File: src/rtl/ds3oh_pkg.sv
package ds3oh_pkg;

  // Classification of what the framer presented at one falling edge.
  typedef enum logic [1:0] {
    EV_IDLE   = 2'd0,  // no strobe
    EV_ANCHOR = 2'd1,  // strobe together with the frame flag
    EV_STEP   = 2'd2,  // strobe alone
    EV_STRAY  = 2'd3   // frame flag without a strobe
  } strobe_ev_e;

  function automatic strobe_ev_e classify(input logic en, input logic frame);
    if (en && frame)  return EV_ANCHOR;
    if (en)           return EV_STEP;
    if (frame)        return EV_STRAY;
    return EV_IDLE;
  endfunction

  // True when the slot index is the final one of the multiframe.
  function automatic logic is_last_slot(input int unsigned idx, input int unsigned slots);
    return idx == slots - 1;
  endfunction

  // Index that follows idx; callers handle the wrap case separately.
  function automatic int unsigned slot_after(input int unsigned idx);
    return idx + 1;
  endfunction

  // True when an event consumes an overhead slot.
  function automatic logic is_strobe(input strobe_ev_e ev);
    return (ev == EV_ANCHOR) || (ev == EV_STEP);
  endfunction

endpackage

File: src/rtl/ds3oh_strobe_decode.sv
module ds3oh_strobe_decode
  import ds3oh_pkg::*;
(
  input  logic       en_i,
  input  logic       frame_i,
  output strobe_ev_e ev_o
);

  always_comb ev_o = classify(en_i, frame_i);

endmodule

File: src/rtl/ds3oh_slot_tracker.sv
module ds3oh_slot_tracker
  import ds3oh_pkg::*;
#(
  parameter int unsigned SLOTS = 56,
  localparam int unsigned POS_W = $clog2(SLOTS)
) (
  input  logic             clk,
  input  logic             rst,
  input  strobe_ev_e       ev_i,
  output logic [POS_W-1:0] pos_o,
  output logic             sync_o,
  output logic [POS_W-1:0] pos_nxt_o,
  output logic             sync_nxt_o
);

  logic [POS_W-1:0] pos_q, pos_d;
  logic             sync_q, sync_d;

  // Named internal events for the checks below.
  logic at_last_w;
  logic wrap_w;
  logic step_w;

  always_comb at_last_w = is_last_slot(int'(pos_q), SLOTS);
  always_comb step_w    = (ev_i == EV_STEP) && sync_q && !at_last_w;
  always_comb wrap_w    = (ev_i == EV_STEP) && sync_q && at_last_w;

  always_comb begin
    pos_d  = pos_q;
    sync_d = sync_q;
    unique case (ev_i)
      EV_ANCHOR: begin
        pos_d  = '0;
        sync_d = 1'b1;
      end
      EV_STEP: begin
        if (wrap_w) begin
          pos_d  = '0;
          sync_d = 1'b0;
        end else if (step_w) begin
          pos_d = POS_W'(slot_after(int'(pos_q)));
        end
      end
      default: ;
    endcase
  end

  always_ff @(negedge clk) begin
    if (rst) begin
      pos_q  <= '0;
      sync_q <= 1'b0;
    end else begin
      pos_q  <= pos_d;
      sync_q <= sync_d;
    end
  end

  assign pos_o      = pos_q;
  assign sync_o     = sync_q;
  assign pos_nxt_o  = pos_d;
  assign sync_nxt_o = sync_d;

  assert_anchor_R2: assert property (@(negedge clk) disable iff (rst)
    (ev_i == EV_ANCHOR) |=> (pos_q == '0) && sync_q);

  assert_advance_R3: assert property (@(negedge clk) disable iff (rst)
    step_w |=> (pos_q == $past(pos_q) + 1'b1) && sync_q);

  assert_unsynced_hold_R6: assert property (@(negedge clk) disable iff (rst)
    ((ev_i == EV_STEP) && !sync_q) |=> $stable(pos_q) && !sync_q);

  assert_wrap_drop_R7: assert property (@(negedge clk) disable iff (rst)
    wrap_w |=> !sync_q && (pos_q == '0));

  assert_stray_frame_R8: assert property (@(negedge clk) disable iff (rst)
    ((ev_i == EV_STRAY) || (ev_i == EV_IDLE)) |=> $stable(pos_q) && $stable(sync_q));

  assert_index_range_R3: assert property (@(negedge clk) disable iff (rst)
    int'(pos_q) < SLOTS);

endmodule

File: src/rtl/ds3oh_insert_stage.sv
module ds3oh_insert_stage #(
  parameter int unsigned SLOTS = 56,
  localparam int unsigned POS_W = $clog2(SLOTS)
) (
  input  logic             clk,
  input  logic             rst,
  input  logic             fire_i,
  input  logic [POS_W-1:0] pos_i,
  input  logic [SLOTS-1:0] mask_i,
  input  logic [SLOTS-1:0] value_i,
  output logic             req_o,
  output logic             bit_o
);

  logic sel_mask_w;
  logic sel_value_w;
  logic take_w;

  always_comb begin
    sel_mask_w  = 1'b0;
    sel_value_w = 1'b0;
    if (int'(pos_i) < SLOTS) begin
      sel_mask_w  = mask_i[pos_i];
      sel_value_w = value_i[pos_i];
    end
  end

  always_comb take_w = fire_i && sel_mask_w;

  // The outputs are registered, so each decision holds for one full period.
  always_ff @(negedge clk) begin
    if (rst) begin
      req_o <= 1'b0;
      bit_o <= 1'b0;
    end else begin
      req_o <= take_w;
      bit_o <= take_w & sel_value_w;
    end
  end

  assert_one_period_R4: assert property (@(negedge clk) disable iff (rst)
    !fire_i |=> !req_o);

  assert_value_carried_R5: assert property (@(negedge clk) disable iff (rst)
    take_w |=> req_o && (bit_o == $past(sel_value_w)));

  assert_quiet_data_R5: assert property (@(negedge clk) disable iff (rst)
    !req_o |-> !bit_o);

endmodule

File: src/rtl/ds3oh_insert_ctrl.sv
module ds3oh_insert_ctrl
  import ds3oh_pkg::*;
#(
  parameter int unsigned SLOTS = 56,
  localparam int unsigned POS_W = $clog2(SLOTS)
) (
  input  logic             line_clk,
  input  logic             rst,
  input  logic             oh_en_i,
  input  logic             oh_frame_i,
  input  logic [SLOTS-1:0] ins_mask_i,
  input  logic [SLOTS-1:0] ins_value_i,
  output logic             ins_req_o,
  output logic             oh_data_o,
  output logic [POS_W-1:0] slot_idx_o,
  output logic             synced_o
);

  strobe_ev_e       ev_w;
  logic [POS_W-1:0] pos_nxt_w;
  logic             sync_nxt_w;
  logic             fire_w;

  ds3oh_strobe_decode u_decode (
    .en_i    (oh_en_i),
    .frame_i (oh_frame_i),
    .ev_o    (ev_w)
  );

  ds3oh_slot_tracker #(.SLOTS(SLOTS)) u_tracker (
    .clk        (line_clk),
    .rst        (rst),
    .ev_i       (ev_w),
    .pos_o      (slot_idx_o),
    .sync_o     (synced_o),
    .pos_nxt_o  (pos_nxt_w),
    .sync_nxt_o (sync_nxt_w)
  );

  // An overhead slot is served only if the strobe leaves the count anchored.
  always_comb fire_w = is_strobe(ev_w) && sync_nxt_w;

  ds3oh_insert_stage #(.SLOTS(SLOTS)) u_insert (
    .clk     (line_clk),
    .rst     (rst),
    .fire_i  (fire_w),
    .pos_i   (pos_nxt_w),
    .mask_i  (ins_mask_i),
    .value_i (ins_value_i),
    .req_o   (ins_req_o),
    .bit_o   (oh_data_o)
  );

  assert_no_request_unsynced_R6: assert property (@(negedge line_clk) disable iff (rst)
    !synced_o |-> !ins_req_o);

  assert_no_request_without_strobe_R4: assert property (@(negedge line_clk) disable iff (rst)
    !oh_en_i |=> !ins_req_o);

  assert_reanchor_R9: assert property (@(negedge line_clk) disable iff (rst)
    (oh_en_i && oh_frame_i && synced_o) |=> synced_o && (slot_idx_o == '0));

  assert_wrap_quiet_R7: assert property (@(negedge line_clk) disable iff (rst)
    (oh_en_i && !oh_frame_i && synced_o && (int'(slot_idx_o) == SLOTS - 1))
      |=> !ins_req_o && !synced_o);

endmodule

File: config.mk
export PLATFORM = sky130hd
export DESIGN_NAME = ds3oh_insert_ctrl
export DESIGN_NICKNAME = d
export VERILOG_FILES = /design/src/rtl/ds3oh_pkg.sv /design/src/rtl/ds3oh_strobe_decode.sv /design/src/rtl/ds3oh_slot_tracker.sv /design/src/rtl/ds3oh_insert_stage.sv /design/src/rtl/ds3oh_insert_ctrl.sv
export SDC_FILE = /design/constraint.sdc
export NUM_CORES = 1
export LEC_CHECK = 0
export ABC_CLOCK_PERIOD_IN_PS = 4300
export BUFFER_PORTS_ARGS = -buffer_cell sky130_fd_sc_hd__buf_2
export CAP_MARGIN = 10
export CORE_ASPECT_RATIO = 1.25
export CORE_MARGIN = 2
export CORE_UTILIZATION = 44
export CTS_CLUSTER_SIZE = 24
export DETAILED_ROUTE_END_ITERATION = 8
export PLACE_DENSITY = 0.88
export SYNTH_ARGS = -nofsm -noshare
export SYNTH_HDL_FRONTEND = slang
export SYNTH_SLANG_ARGS = --single-unit
File: constraint.sdc
create_clock -name line_clk -period 4.3 [get_ports line_clk]
set_clock_uncertainty 0.05 [all_clocks]
set_input_delay 0.43 -clock line_clk [delete_from_list [all_inputs] [get_ports line_clk]]
set_output_delay 0.43 -clock line_clk [all_outputs]
set_load 0.05 [all_outputs]
Yosys cells after proc, flatten, opt, wreduce, memory -nomap -nowiden:

Index checks and enable logic that the tools add are counted.

* register bits: 9
* output and inout bits: 9

* bitwise operators: 1
* mux-type cells: 23
* reduce and logical (&&, ||, !) cells: 8
* $add $sub $neg: 1
* equal/unequal tests: 3
* $lt $le $gt $ge: 2

Operators by type and width (number)
* $bmux 1 s6: 2
* $mux 2: 6
* $mux 6: 2
* $pmux 6 s2: 1
* $mux 1: 11
* $lt 6x7->1 const B: 1
* $add 6x1->6 const B: 1
* $eq 6x6->1 const B: 1
* $logic_and 1x1->1: 6
* $lt 6x6->1 const B: 1
* $eq 2x1->1 const B: 1
* $eq 2x2->1 const B: 1
* $pmux 1 s2: 1
* $and 1x1->1: 1
* $logic_not 1->1: 1
* $logic_or 1x1->1: 1

Longest topological paths before layout:

* word-level depth: 19
* gate-level depth with buffers: 12
* mapped depth without buffers: 10

Cells and area by module:

From an unflattened synthesis, not the netlist that was laid out.

* cell total of the unflattened synthesis: 178
* area total of the unflattened synthesis: 1754.2 sq um

By module, submodules not included
* ds3oh_insert_stage: cells an instance 102, seq. area each 40.0 sq um, area an instance 1143.6 sq um, times used 1
* ds3oh_slot_tracker: cells an instance 69, seq. area each 140.1 sq um, area an instance 556.8 sq um, times used 1
* ds3oh_strobe_decode: cells an instance 5, seq. area each 0.0 sq um, area an instance 38.8 sq um, times used 1
* ds3oh_insert_ctrl: cells an instance 2, seq. area each 0.0 sq um, area an instance 15.0 sq um, times used 1

==> out/qor_table.md <==
| Result | This run | Unit |
|---|---|---|
| IO Pins | 125 | - |
| Antenna cell count | 0 | - |
| Area overhead of the layout relative to synthesis | 59.0 | % |
| Post-route DRC violation count | 0 | - |
| Sequential cell area fraction in the yosys report | 10.8 | % |
| Static Leakage | 1.51 | nW |
| Iteration-0 DRC count of the detailed router | 157 | - |
| Most common library cell in the layout ignoring fill and taps | sky130_fd_sc_hd__buf_2 | - |
| Cell class contributing the biggest share of worst-path delay | compound AO/OA/AOI/OAI gates | - |
| Summed area of non-filler cells in the final layout | 0.00266 | mm2 |
| Full die area | 0.00432 | mm2 |
| Detailed-placement wirelength estimate | 5.06 | mm |
| ANT nets after route | 0 | - |
| Storage cell area | 180 | um2 |
| Commonest non-fill, non-tap cells in the layout | sky130_fd_sc_hd__buf_2, sky130_fd_sc_hd__nand2_1, sky130_fd_sc_hd__buf_4, sky130_fd_sc_hd__mux2i_1, sky130_fd_sc_hd__nand3_1 | - |
| Worst-case setup slack after placement | -489 | ps |
| Final Slew Violations | 0 | - |
| Fin Hold WS | 591 | ps |
| Slew @ Worst Pin | 418 | ps |
| Vias in the first global route | 2435 | - |
| Synth async-reset ratio | 0 | % |
| RSZ-0062 raised after global routing | true | - |
| Number of enable-type register cells in the synthesized netlist | 0 | - |
| CP dominant cell by count | sky130_fd_sc_hd__mux2i_1 | - |
| Final setup viols | 1 | - |
| Final TNS setup | -45.7 | ps |
| Routed wirelength normalized by instance count | 14.3 | um |
| Least setup slack across all paths after layout | -45.7 | ps |
| Total power | 0.357 | mW |
| Post-DP Area | 0.00251 | mm2 |
| Clock Path Buffers | 2 | - |
| TritonCTS clock tree | yes | - |
| Number of levels the H-tree was split into | 1 | - |
| End point of the worst hold path | u_tracker.sync_o | - |
| Share of cells above drive strength 1 | 45.1 | % |
| Path type of the worst setup path | in -> reg | - |
| Clock sink count | 9 | - |
| Arrival @ worst endpoint | 2340 | ps |
| Count of hold-fix buffers inserted at cts | 0 | - |
| Dominant synthesized flop cell | sky130_fd_sc_hd__dfxtp_1 | - |
| R2r worst-path depth | 12 | - |
| Required time at the worst-slack endpoint | 2290 | ps |
| Wire length of the first global-routing pass | 9.99 | mm |
| Count of buffering cells on the critical path with inverters included | 3 | - |
| Detailed Routing Iterations Pass 1 | 5 | - |
| Number of maximum-capacitance constraint violations | 0 | - |
| Critical path's largest stage delay | 290 | ps |
| Cts bufs inserted | 3 | - |
| Launching element type of the critical path | input port | - |
| WL met2 | 3.39 | mm |
| X dimension of the die | 59.2 | um |
| Average cell area after synthesis | 6.54 | um2 |
| Multi-input combinational cell area | 0.00141 | mm2 |
| Largest net degree at the start of global routing | 12 | - |
| Antenna violations before repair | 0 | - |
| Reg-to-Reg Start | u_tracker.pos_o[0] | - |
| Total global-route track usage | 28.8 | % |
| Launch point of the worst hold path | u_tracker.sync_o | - |
| Run status | finished with violations | - |
| Synth warnings | 0 | - |
| Sum of overflow across all layers after global routing | 0 | - |
| Gate count of the mapped netlist | 256 | - |
| Routed metal-1 wire length | 2.39 | mm |
| Synthesized area | 0.00168 | mm2 |
| Routed via count divided by cell count | 5.76 | - |
| Violated checks | setup timing | - |
| Pwr dens | 134 | mW/mm2 |
| Overall via count from detail_route | 2580 | - |
| Clk root buf | sky130_fd_sc_hd__clkbuf_8 | - |
| Worst path cell trace | buf_2 -> inv_1 -> o21a_1 -> nor2_4 -> buf_12 -> mux2i_1 -> mux2i_1 -> mux2_4 -> o311a_1 -> and4_1 -> o211a_1 | - |
| Worst flop-to-flop path endpoint | u_insert.bit_o | - |
| Max-Slew Margin vs Limit | 72.1 | % |
| Highest routed layer | met4 | - |
| Net count after synthesis | 373 | - |
| Reg2Reg Setup Slack | 1600 | ps |
| Number of placement rows | 25 | - |
| Largest fanout on the critical path | 6 | - |
| Max stage delay cell, worst path | sky130_fd_sc_hd__o311a_1 | - |
| Final RePlAce weighted congestion | 0.919 | - |
| Fin. Hold Viols | 0 | - |
| Kind of end point of the critical path | flop | - |
| Routed length on met3 | 528 | um |
| Worst-Skew Late Latency | 330 | ps |
| Post-detailed-routing wire length | 6.39 | mm |
| Number of flip-flops and latches in the synthesized netlist | 9 | - |
| Starting density of the core | 45.0 | % |
| Clock transition at the registers of the reported paths | 60 | ps |
| Cells on Worst Hold Path | 2 | - |
| Worst Hold Class | reg -> reg | - |
| Maximum VDD drop | 80.3 | uV |
| Die extent in y | 73.0 | um |
| Fill count | 311 | - |
| Final nets | 526 | - |
| Buffers on Ports | 124 | - |
| Total core area | 0.00372 | mm2 |
| Cell variety after synth | 51 | - |
## final cells by class
type	count	area share (%)
clock inverters	10	1.41
multi-input cells	220	52.8
flip-flops and latches	9	6.76
well taps	40	1.88
clock buffers	3	1.55
inverters	3	0.423
repair buffers	163	35.1
## what timing repair did
item                       in CTS  in global routing
pin swaps                       1                  4
setup endpoints to repair       2                  2
cloned                          0                  0
setup buffers                   3                  0
resized for setup               6                 12
## logic make-up after synthesis
group,count (synthesis),share of synthesized area (%)
muxes,31,18.8
buffers and inverters,27,8.81
DFF,9,10.8
and+or+nand+nor,133,37.1
AOI/OAI and AO/OA,55,23.8
adders and majority gates,1,0.747
## power breakdown
part           switching [mW]  leakage, nW  internal, mW  total (mW)
Sequential            0.00248       0.0729        0.0855      0.0880
Combinational          0.0574         1.36        0.0713       0.129
Clock                  0.0662       0.0748        0.0744       0.141
## worst max path at each step
stage                           from  slack [ps]  cells after the start             end
after floorplan           oh_frame_i        -130                     11  u_insert.bit_o
after global placement    oh_frame_i        -400                     11  u_insert.bit_o
after detailed placement  oh_frame_i        -490                      9  u_insert.bit_o
after CTS                 oh_frame_i         -50                     11  u_insert.bit_o
after global routing         oh_en_i        -130                     10  u_insert.bit_o
final                        oh_en_i         -50                     11  u_insert.bit_o
## routing by layer
layer	track usage [%]	vias up
li1	-	1244
met1	33.8	1175
met2	54.0	151
met3	2.30	10
met4	8.33	0
met5	0	-
## worst register-to-register path, stage by stage (launching register included)
cell and delay (ps):
sky130_fd_sc_hd__dfxtp_1 430, sky130_fd_sc_hd__ha_1 260, sky130_fd_sc_hd__nand4_1 190, sky130_fd_sc_hd__nor2_1 270, sky130_fd_sc_hd__o41ai_4 110, sky130_fd_sc_hd__buf_6 160
sky130_fd_sc_hd__buf_4 130, sky130_fd_sc_hd__mux2i_1 100, sky130_fd_sc_hd__mux2_2 260, sky130_fd_sc_hd__o2111ai_1 160, sky130_fd_sc_hd__o311a_1 180, sky130_fd_sc_hd__and4_1 190
sky130_fd_sc_hd__o211a_1 140
## cell usage after synthesis (5+ instances only)
library cell / number / area (um2)
sky130_fd_sc_hd__nand4_1: 9 / 56.3
sky130_fd_sc_hd__o21ai_0: 6 / 30.0
sky130_fd_sc_hd__nor2_1: 10 / 37.5
sky130_fd_sc_hd__a31oi_1: 8 / 50.1
sky130_fd_sc_hd__a21oi_1: 12 / 60.1
sky130_fd_sc_hd__buf_2: 10 / 50.1
sky130_fd_sc_hd__dfxtp_1: 9 / 180
sky130_fd_sc_hd__clkbuf_1: 5 / 18.8
sky130_fd_sc_hd__mux2i_1: 27 / 270
sky130_fd_sc_hd__nand2_1: 73 / 274
sky130_fd_sc_hd__nand3_1: 20 / 100
## sequential cells by signal, indices dropped and copies added (netlist names)
signal and cells:
u_tracker.pos_o 6, u_insert.bit_o 1, u_insert.req_o 1, u_tracker.sync_o 1
## stage by stage
step	std cells	utilization (%)
detailed placement	433	67.5
floorplan	256	-
global route	448	71.6
global placement	433	67.5
finish	448	71.6
CTS	448	70.7
No activity file was read; power rests on OpenSTA's default activity.
